<file path="config.mk">
export PLATFORM = sky130hd
export DESIGN_NAME = modmul_seq
export DESIGN_NICKNAME = d
export VERILOG_FILES = /design/src/rtl/modmul_pkg.sv /design/src/rtl/modmul_ctrl.sv /design/src/rtl/modmul_dp.sv /design/src/rtl/modmul_seq.sv
export SDC_FILE = /design/constraint.sdc
export NUM_CORES = 1
export LEC_CHECK = 0
export BUFFER_PORTS_ARGS = -buffer_cell sky130_fd_sc_hd__buf_2
export CORE_MARGIN = 3
export CORE_UTILIZATION = 45
export CTS_CLUSTER_SIZE = 25
export DETAILED_ROUTE_END_ITERATION = 8
export HOLD_SLACK_MARGIN = 0.06
export PLACE_DENSITY = 0.78
export SLEW_MARGIN = 5
export SYNTH_ARGS = -nofsm -noshare
export SYNTH_HDL_FRONTEND = slang
export SYNTH_HIERARCHICAL = 1
export SYNTH_SLANG_ARGS = --single-unit
</file>
<file path="constraint.sdc">
create_clock -name clk -period 1.76 [get_ports clk]
set_input_delay 0.44 -clock clk [delete_from_list [all_inputs] [get_ports clk]]
set_output_delay 0.44 -clock clk [all_outputs]
set_load 0.01 [all_outputs]
</file>
<file path="src/rtl/modmul_pkg.sv">
package modmul_pkg;
  typedef enum logic [1:0] {
    PH_IDLE = 2'd0,
    PH_MUL  = 2'd1,
    PH_DIV  = 2'd2
  } phase_t;
endpackage

</file>
<file path="src/rtl/modmul_ctrl.sv">
module modmul_ctrl #(
  parameter int WIDTH = 8
) (
  input  logic clk,
  input  logic rst_n,
  input  logic start,
  output logic load,
  output logic mul_en,
  output logic div_en,
  output logic fin,
  output logic done
);
  import modmul_pkg::*;

  localparam int CW = (WIDTH > 2) ? $clog2(WIDTH) : 1;

  phase_t        phase_q, phase_d;
  logic [CW-1:0] cnt_q, cnt_d;
  logic          done_q, done_d;
  logic          last;

  assign last   = (cnt_q == CW'(WIDTH - 1));
  assign load   = (phase_q == PH_IDLE) && start;
  assign mul_en = (phase_q == PH_MUL);
  assign div_en = (phase_q == PH_DIV);
  assign fin    = div_en && last;
  assign done   = done_q;

  // next-state logic
  always_comb begin
    phase_d = phase_q;
    cnt_d   = cnt_q;
    done_d  = done_q;
    case (phase_q)
      PH_IDLE: begin
        if (start) begin
          phase_d = PH_MUL;
          cnt_d   = '0;
          done_d  = 1'b0;
        end
      end
      PH_MUL: begin
        if (last) begin
          phase_d = PH_DIV;
          cnt_d   = '0;
        end else begin
          cnt_d = cnt_q + CW'(1);
        end
      end
      PH_DIV: begin
        if (last) begin
          phase_d = PH_IDLE;
          done_d  = 1'b1;
        end else begin
          cnt_d = cnt_q + CW'(1);
        end
      end
      default: phase_d = PH_IDLE;
    endcase
  end

  always_ff @(posedge clk or negedge rst_n) begin
    if (!rst_n) begin
      phase_q <= PH_IDLE;
      cnt_q   <= '0;
      done_q  <= 1'b0;
    end else begin
      phase_q <= phase_d;
      cnt_q   <= cnt_d;
      done_q  <= done_d;
    end
  end
endmodule

</file>
<file path="src/rtl/modmul_dp.sv">
module modmul_dp #(
  parameter int WIDTH = 8
) (
  input  logic             clk,
  input  logic             rst_n,
  input  logic             load,
  input  logic             mul_en,
  input  logic             div_en,
  input  logic             fin,
  input  logic [WIDTH-1:0] x_in,
  input  logic [WIDTH-1:0] y_in,
  input  logic [WIDTH-1:0] m_in,
  output logic [WIDTH-1:0] r_out
);
  localparam int W2 = 2 * WIDTH;

  logic [WIDTH-1:0] xs_q, xs_d;
  logic [WIDTH-1:0] y_q, m_q, r_q;
  logic [W2-1:0]    acc_q, acc_d;
  logic             acc_en, xs_en;

  logic [WIDTH-1:0] hi, lo;
  logic [WIDTH:0]   mul_sum;
  logic [W2-1:0]    mul_acc;
  logic [WIDTH:0]   dbl, diff;
  logic [WIDTH-1:0] div_hi;
  logic [W2-1:0]    div_acc;

  assign hi = acc_q[W2-1:WIDTH];
  assign lo = acc_q[WIDTH-1:0];

  // multiply step: add y when the current bit is set, then halve
  assign mul_sum = {1'b0, hi} + (xs_q[0] ? {1'b0, y_q} : '0);
  assign mul_acc = {mul_sum, lo[WIDTH-1:1]};

  // restoring division step on the doubled partial remainder
  assign dbl     = {hi, lo[WIDTH-1]};
  assign diff    = dbl - {1'b0, m_q};
  assign div_hi  = diff[WIDTH] ? dbl[WIDTH-1:0] : diff[WIDTH-1:0];
  assign div_acc = {div_hi, lo[WIDTH-2:0], 1'b0};

  assign acc_en = load | mul_en | div_en;
  assign xs_en  = load | mul_en;

  always_comb begin
    acc_d = acc_q;
    if (load)        acc_d = '0;
    else if (mul_en) acc_d = mul_acc;
    else if (div_en) acc_d = div_acc;
  end

  assign xs_d = load ? x_in : {1'b0, xs_q[WIDTH-1:1]};

  always_ff @(posedge clk or negedge rst_n) begin
    if (!rst_n) begin
      acc_q <= '0;
      xs_q  <= '0;
      y_q   <= '0;
      m_q   <= '0;
      r_q   <= '0;
    end else begin
      if (acc_en) acc_q <= acc_d;
      if (xs_en)  xs_q  <= xs_d;
      if (load) begin
        y_q <= y_in;
        m_q <= m_in;
      end
      if (fin)    r_q   <= div_hi;
    end
  end

  assign r_out = r_q;
endmodule

</file>
<file path="src/rtl/modmul_seq.sv">
module modmul_seq #(
  parameter int WIDTH = 8
) (
  input  logic             clk,
  input  logic             rst_n,
  input  logic             start,
  input  logic [WIDTH-1:0] x_in,
  input  logic [WIDTH-1:0] y_in,
  input  logic [WIDTH-1:0] m_in,
  output logic [WIDTH-1:0] r_out,
  output logic             done
);
  logic [1:0] rsync_q;
  logic       rst_int_n;
  logic       load, mul_en, div_en, fin;

  // asynchronous assertion, synchronous release
  always_ff @(posedge clk or negedge rst_n) begin
    if (!rst_n) rsync_q <= 2'b00;
    else        rsync_q <= {rsync_q[0], 1'b1};
  end
  assign rst_int_n = rsync_q[1];

  modmul_ctrl #(.WIDTH(WIDTH)) i_ctrl (
    .clk    (clk),
    .rst_n  (rst_int_n),
    .start  (start),
    .load   (load),
    .mul_en (mul_en),
    .div_en (div_en),
    .fin    (fin),
    .done   (done)
  );

  modmul_dp #(.WIDTH(WIDTH)) i_dp (
    .clk    (clk),
    .rst_n  (rst_int_n),
    .load   (load),
    .mul_en (mul_en),
    .div_en (div_en),
    .fin    (fin),
    .x_in   (x_in),
    .y_in   (y_in),
    .m_in   (m_in),
    .r_out  (r_out)
  );
endmodule

</file>
* Yosys cells after proc, flatten, opt, wreduce, memory -nomap -nowiden
Index checks and enable logic that the tools add are counted.
W data, S select, Z words.
** Word-level totals
- Memories :: 0
- Memory bits (read-only) :: 0
- Word-level logic and storage cells :: 48
- Bits in writable memories :: 0
- Output and inout bits :: 9
- Bits of input ports :: 27
- Bits in registers :: 56
- Latch bits :: 0
** Operators by class
- Multiply operators :: 0
- Divide/modulo/power cells :: 0
- $lt $le $gt $ge :: 0
- Eq/ne operators :: 7
- Multiplexer cells :: 17
- Bitwise gates (word level) :: 2
- Reductions and logical operators :: 10
- $add $sub $neg :: 3
- Shifts and indexed selects :: 0
** Operators with widths (number)
- $mux W16 :: 3
- $mux W8 :: 3
- $add A8 B9 Y9 :: 1
- $mux W3 :: 3
- $pmux W3 S3 :: 1
- $reduce_and A3 Y1 :: 3
- $sub A9 B8 Y9 :: 1
- $mux W2 :: 3
- $ne A2 B2 Y1 const B :: 3
- $pmux W2 S3 :: 1
- $reduce_bool A3 Y1 :: 2
- $add A3 B1 Y3 const B :: 1
- $eq A3 B3 Y1 const B :: 1
- $eq A2 B1 Y1 const B :: 1
- $eq A2 B2 Y1 const B :: 1
- $logic_and A1 B1 Y1 :: 2
- $logic_not A2 Y1 :: 1
- $mux W1 :: 2
- $ne A2 B1 Y1 const B :: 1
- $or A1 B1 Y1 :: 2
- $pmux W1 S2 :: 1
- $reduce_and A2 Y1 :: 1
- $reduce_bool A2 Y1 :: 1

* Logic depth before layout (Yosys ltp)
- Depth in word-level cells :: 5
- Gate-level depth with buffers :: 11
- Depth with buffers taken out :: 10

* Modules after synthesis
The synthesis kept the hierarchy.
** Modules (own cells, without submodules)
- modmul_dp :: area an instance 2887.8 µm², sequential area each 1201.2 µm², instances 1, cells an instance 303
- modmul_ctrl :: area an instance 417.9 µm², sequential area each 150.1 µm², instances 1, cells an instance 42
- modmul_seq :: area an instance 53.8 µm², sequential area each 50.0 µm², instances 1, cells an instance 3

* Worst setup path before layout
No wires, ideal clock.
- Path kind :: register to register
- Start :: register i_dp.acc_q[7]
- End :: register i_dp.r_q[6], in the netlist i_dp/r_out[6]
- Library setup time :: 0.125 ns
- Arrival :: 2.431 ns
- Data required time :: 1.635 ns
- Clock period less this slack :: 2.556 ns
- Stages on the path, launching flop included :: 12
- Path buffers :: 1
- Path slack :: -0.796 ns
- Cell sequence :: dfrtp_1 > inv_1 > ha_1 > inv_1 > fa_1 > a211oi_2 > nor3_1 > mux2_4 > or2_4 > buf_6 > mux2i_1 > mux2_2
** Between the ends
- Longest elaborated chain between the ends :: 2
** RTL lines
- start: declaration :: RTL line modmul_dp.sv:19 : logic [W2-1:0] acc_q, acc_d;
- start signal: assignment :: RTL line modmul_dp.sv:56 : acc_q <= '0;
- start signal: assignment :: RTL line modmul_dp.sv:62 : if (acc_en) acc_q <= acc_d;
- $sub A9 B8 Y9 :: RTL line modmul_dp.sv:38 : assign diff = dbl - {1'b0, m_q};
- $mux W8 :: RTL line modmul_dp.sv:39 : assign div_hi = diff[WIDTH] ? dbl[WIDTH-1:0] : diff[WIDTH-1:0];
- end signal: assignment :: RTL line modmul_dp.sv:68 : if (fin) r_q <= div_hi;
- end: declaration :: RTL line modmul_dp.sv:18 : logic [WIDTH-1:0] y_q, m_q, r_q;
No other way between the ends.
A chain may end at the register's enable or synchronous reset.

* Worst setup path after layout
- Start :: register i_dp.acc_q[7]
- End :: register i_dp.acc_q[14]
** Between the ends
- Longest elaborated chain between the ends :: 5
** RTL lines
- $sub A9 B8 Y9 :: RTL line modmul_dp.sv:38
- $mux W8 :: RTL line modmul_dp.sv:39
- $mux W16 :: RTL line modmul_dp.sv:49 : else if (div_en) acc_d = div_acc;
- $mux W16 :: RTL line modmul_dp.sv:48 : else if (mul_en) acc_d = mul_acc;
- $mux W16 :: RTL line modmul_dp.sv:47 : if (load) acc_d = '0;
No other way between the ends. The select of a mux whose other input is x is not followed.

==> flow_summary.ini <==
[floorplanning]
die_y_um = 92.41
io_pins = 36
dieArea_sq_um = 8539
fp.dieW_um = 92.41
fp-row-count = 30
core_sq_um = 7019
initial_core_util = 0.4786

[place]
placed_area_sq_um = 4024
hpwl_um = 5694
gp_congestion = 0.8556
port_buffers = 35

[yosys]
synth_flop_cell = dfrtp_1
synth_edf_count = 0
ys_ff_latch = 56
synth_compound_area_frac = 0.1732
synth_nets = 401
synth_xor_area_frac = 0.01825
ys_async_sr_fraction = 1.000
ys_types = 48
synth_fa_ha_area_frac = 0.1013
synth-simple-area-share = 0.1356
synth_cells = 348
synth_top_family_by_area = compound AO/OA/AOI/OAI gates
synthMuxAreaShare = 0.1065
syn_area_per_cell_sq_um = 9.654
syn_area_sq_um = 3359
ys_seq_area_frac = 0.4171
ys_warn_count = 6

[finish]
drive_above_1_share = 0.3515
area_growth_pct = 31.10
nets = 493
diodes = 0
design_area_sq_um = 4404
layout_common_cells = buf_4 (55), dfrtp_1 (54), buf_2 (35)
final_common_cell = buf_4

[pwr]
comb_power_share = 0.624
switching_share = 0.4030
leakagePower_nw = 2.109
p_sw_w = 0.003020
cellInternalPower_w = 0.004474
powerDensity_nw_per_um2 = 1701
clock_power_share = 0.119
fin_total_pwr_w = 0.007494
power_frac_seq = 0.258
ir_worst_vdd_v = 0.0009319

[setup_path]
crit_top_cell = inv_2
slowest_stage = dfrtp_1
crit_path_start_kind = register
critPathRequiredTime_ns = 1.97
cp-end-kind = register
cp_max_fo = 6
cpPeakStageDelay_ns = 0.41
arrival_ns = 2.71
rr_worst_depth = 11
worstSetupPathType = register to register
critical_path.cell_chain = inv_2 -> ha_4 -> inv_2 -> fa_2 -> a211oi_4 -> nor3_2 -> mux2_4 -> buf_6 -> nor4_4 -> a311oi_2 -> a22o_1

[drt]
highest_layer = met4
drc = 0
wl_met3_um = 297
wl_um = 7995
via_per_inst = 5.311
antenna_left = 0
dr_total_vias = 2852
route.met2.wl_um = 4113
post_drt_wl_per_cell_um = 14.89
firstDrtPassIters = 4
drt_iter0_markers = 117
wl_met1_um = 3398

[status]
violations = negative setup slack
status = complete, but fails checks

[cts]
clock_latency_ns = 0.32
cts-root-buf = clkbuf_8
cts_buffer_depth = 2
numCtsBuffers = 5
path_clk_slew_ns = 0.11
cts_tree = yes
cts_max_level = 2
clock_sinks = 56

[sta]
setup_violations = 16
clock.fmax_mhz = 400.3
worst_slack_ns = -0.7383
skew_ns = 0.008730
finalHoldViolations = 0
min_period_ns = 2.498
period_share = 1.419
slew_violations = 0
rsz0062_at_grt = yes

[grt]
grt_pass1_vias = 3033
grt_pass1_wl_um = 13750
grt_use_total = 0.2010
grt_max_degree = 55
grt_overflow = 0
antenna_found_initial = 0

[job]
cap_viol_max_count = 0

[hold_path]
hold_class = register to asynchronous set/reset pin
-- through the flow --
stage          std cells  hold slack [ns]  TNS, ns  setup slack [ns]    util
3_3_place_gp         515           0.2243   -9.647           -0.6950  0.5733
6_report             537           0.2681   -9.973           -0.7383  0.6275
3_5_place_dp         515           0.2282   -11.19           -0.7633  0.5733
4_1_cts              541           0.2861   -11.57           -0.7746  0.6187
5_1_grt              537           0.3028   -11.12           -0.7914  0.6275
2_1_floorplan        348           0.1444   -9.888           -0.7325       -
-- power by group through the flow --
stage	Combinational (W)	Sequential (W)	Clock, W
global placement	0.00389	0.00193	0
floorplan	0.00265	0.00192	0
CTS	0.00442	0.00192	0.000905
detailed placement	0.00401	0.00195	0
global route	0.00511	0.00198	0.000979
finish	0.00467	0.00193	0.000890
-- timing repair --
item | in CTS | in global routing
resized for setup | 17 | 21
setup endpoints to repair | 16 | 34
setup buffers | 16 | 3
hold buffers | 1 | 0
pin swaps | 5 | 4
hold endpoints to repair | 2 | 0
cloned | 1 | 0
-- final timing paths --
check                              start              to  slack (ns)
min                           rsync_q[1]    i_dp/xs_q[0]        0.27
min reg2reg                   rsync_q[1]    i_dp/xs_q[0]        0.27
max                        i_dp/acc_q[7]  i_dp/acc_q[14]       -0.74
min in group clk                 m_in[3]     i_dp/m_q[3]        0.33
max in group asynchronous          rst_n      rsync_q[1]        1.23
max reg2reg                i_dp/acc_q[7]  i_dp/acc_q[14]       -0.74
-- cells in the mapped netlist, types with 7 or more instances --
cell type  number  area (sq um)
and2_1          7         43.79
ha_1           24         300.3
nand2_1        22         82.58
nor3_1          8         40.04
clkbuf_1       11         41.29
o21ai_0        25         125.1
nor2_1         32         120.1
mux2i_1        17         170.2
nor3b_1         7         52.55
dfrtp_1        56          1401
a21oi_1        26         130.1
inv_1          26         97.59
mux2_2         14         157.7
-- sequential cells by signal, indices dropped and copies added (netlist names) --
name and count:
i_dp/acc_q 16, i_dp/m_q 8, rsync_q 2, i_dp/y_q 8
i_ctrl/done 1, i_dp/xs_q 8, i_dp/r_out 8, i_ctrl/cnt_q 3
i_ctrl/phase_q 2
-- cell type report --
class | count | area [sq um]
Inverter | 26 | 97.59
Tap cell | 96 | 120.1
Sequential cell | 56 | 1404
Multi-Input combinational cell | 253 | 1952
Fill cell | 594 | 2615
Timing Repair Buffer | 98 | 715.7
Clock buffer | 5 | 68.82
Clock inverter | 3 | 46.29
-- critical path, delay by kind of cell (launching register included) --
| kind | cells | cell delay, ns |
|---|---|---|
| muxes | 1 | 0.32 |
| and+or+nand+nor | 2 | 0.33 |
| DFF | 1 | 0.41 |
| adders and majority gates | 2 | 0.49 |
| AOI/OAI and AO/OA | 3 | 0.57 |
| buffers and inverters | 3 | 0.26 |
-- kinds of logic (layout without fill, tap and decap cells) --
group,Yosys count,in the layout
and+or+nand+nor,93,94
AOI/OAI and AO/OA,92,92
DFF,56,56
buffers and inverters,40,132
muxes,33,33
adders and majority gates,26,26
xor gates and xnor gates,7,7
other,1,1
-- routing by layer --
layer,vias up,global-route usage
met2,57,0.3644
met3,19,0.03087
met4,0,0.07673
met5,-,0
li1,1403,-
met1,1373,0.2377
Note: power is estimated with default switching activity, not from simulation.
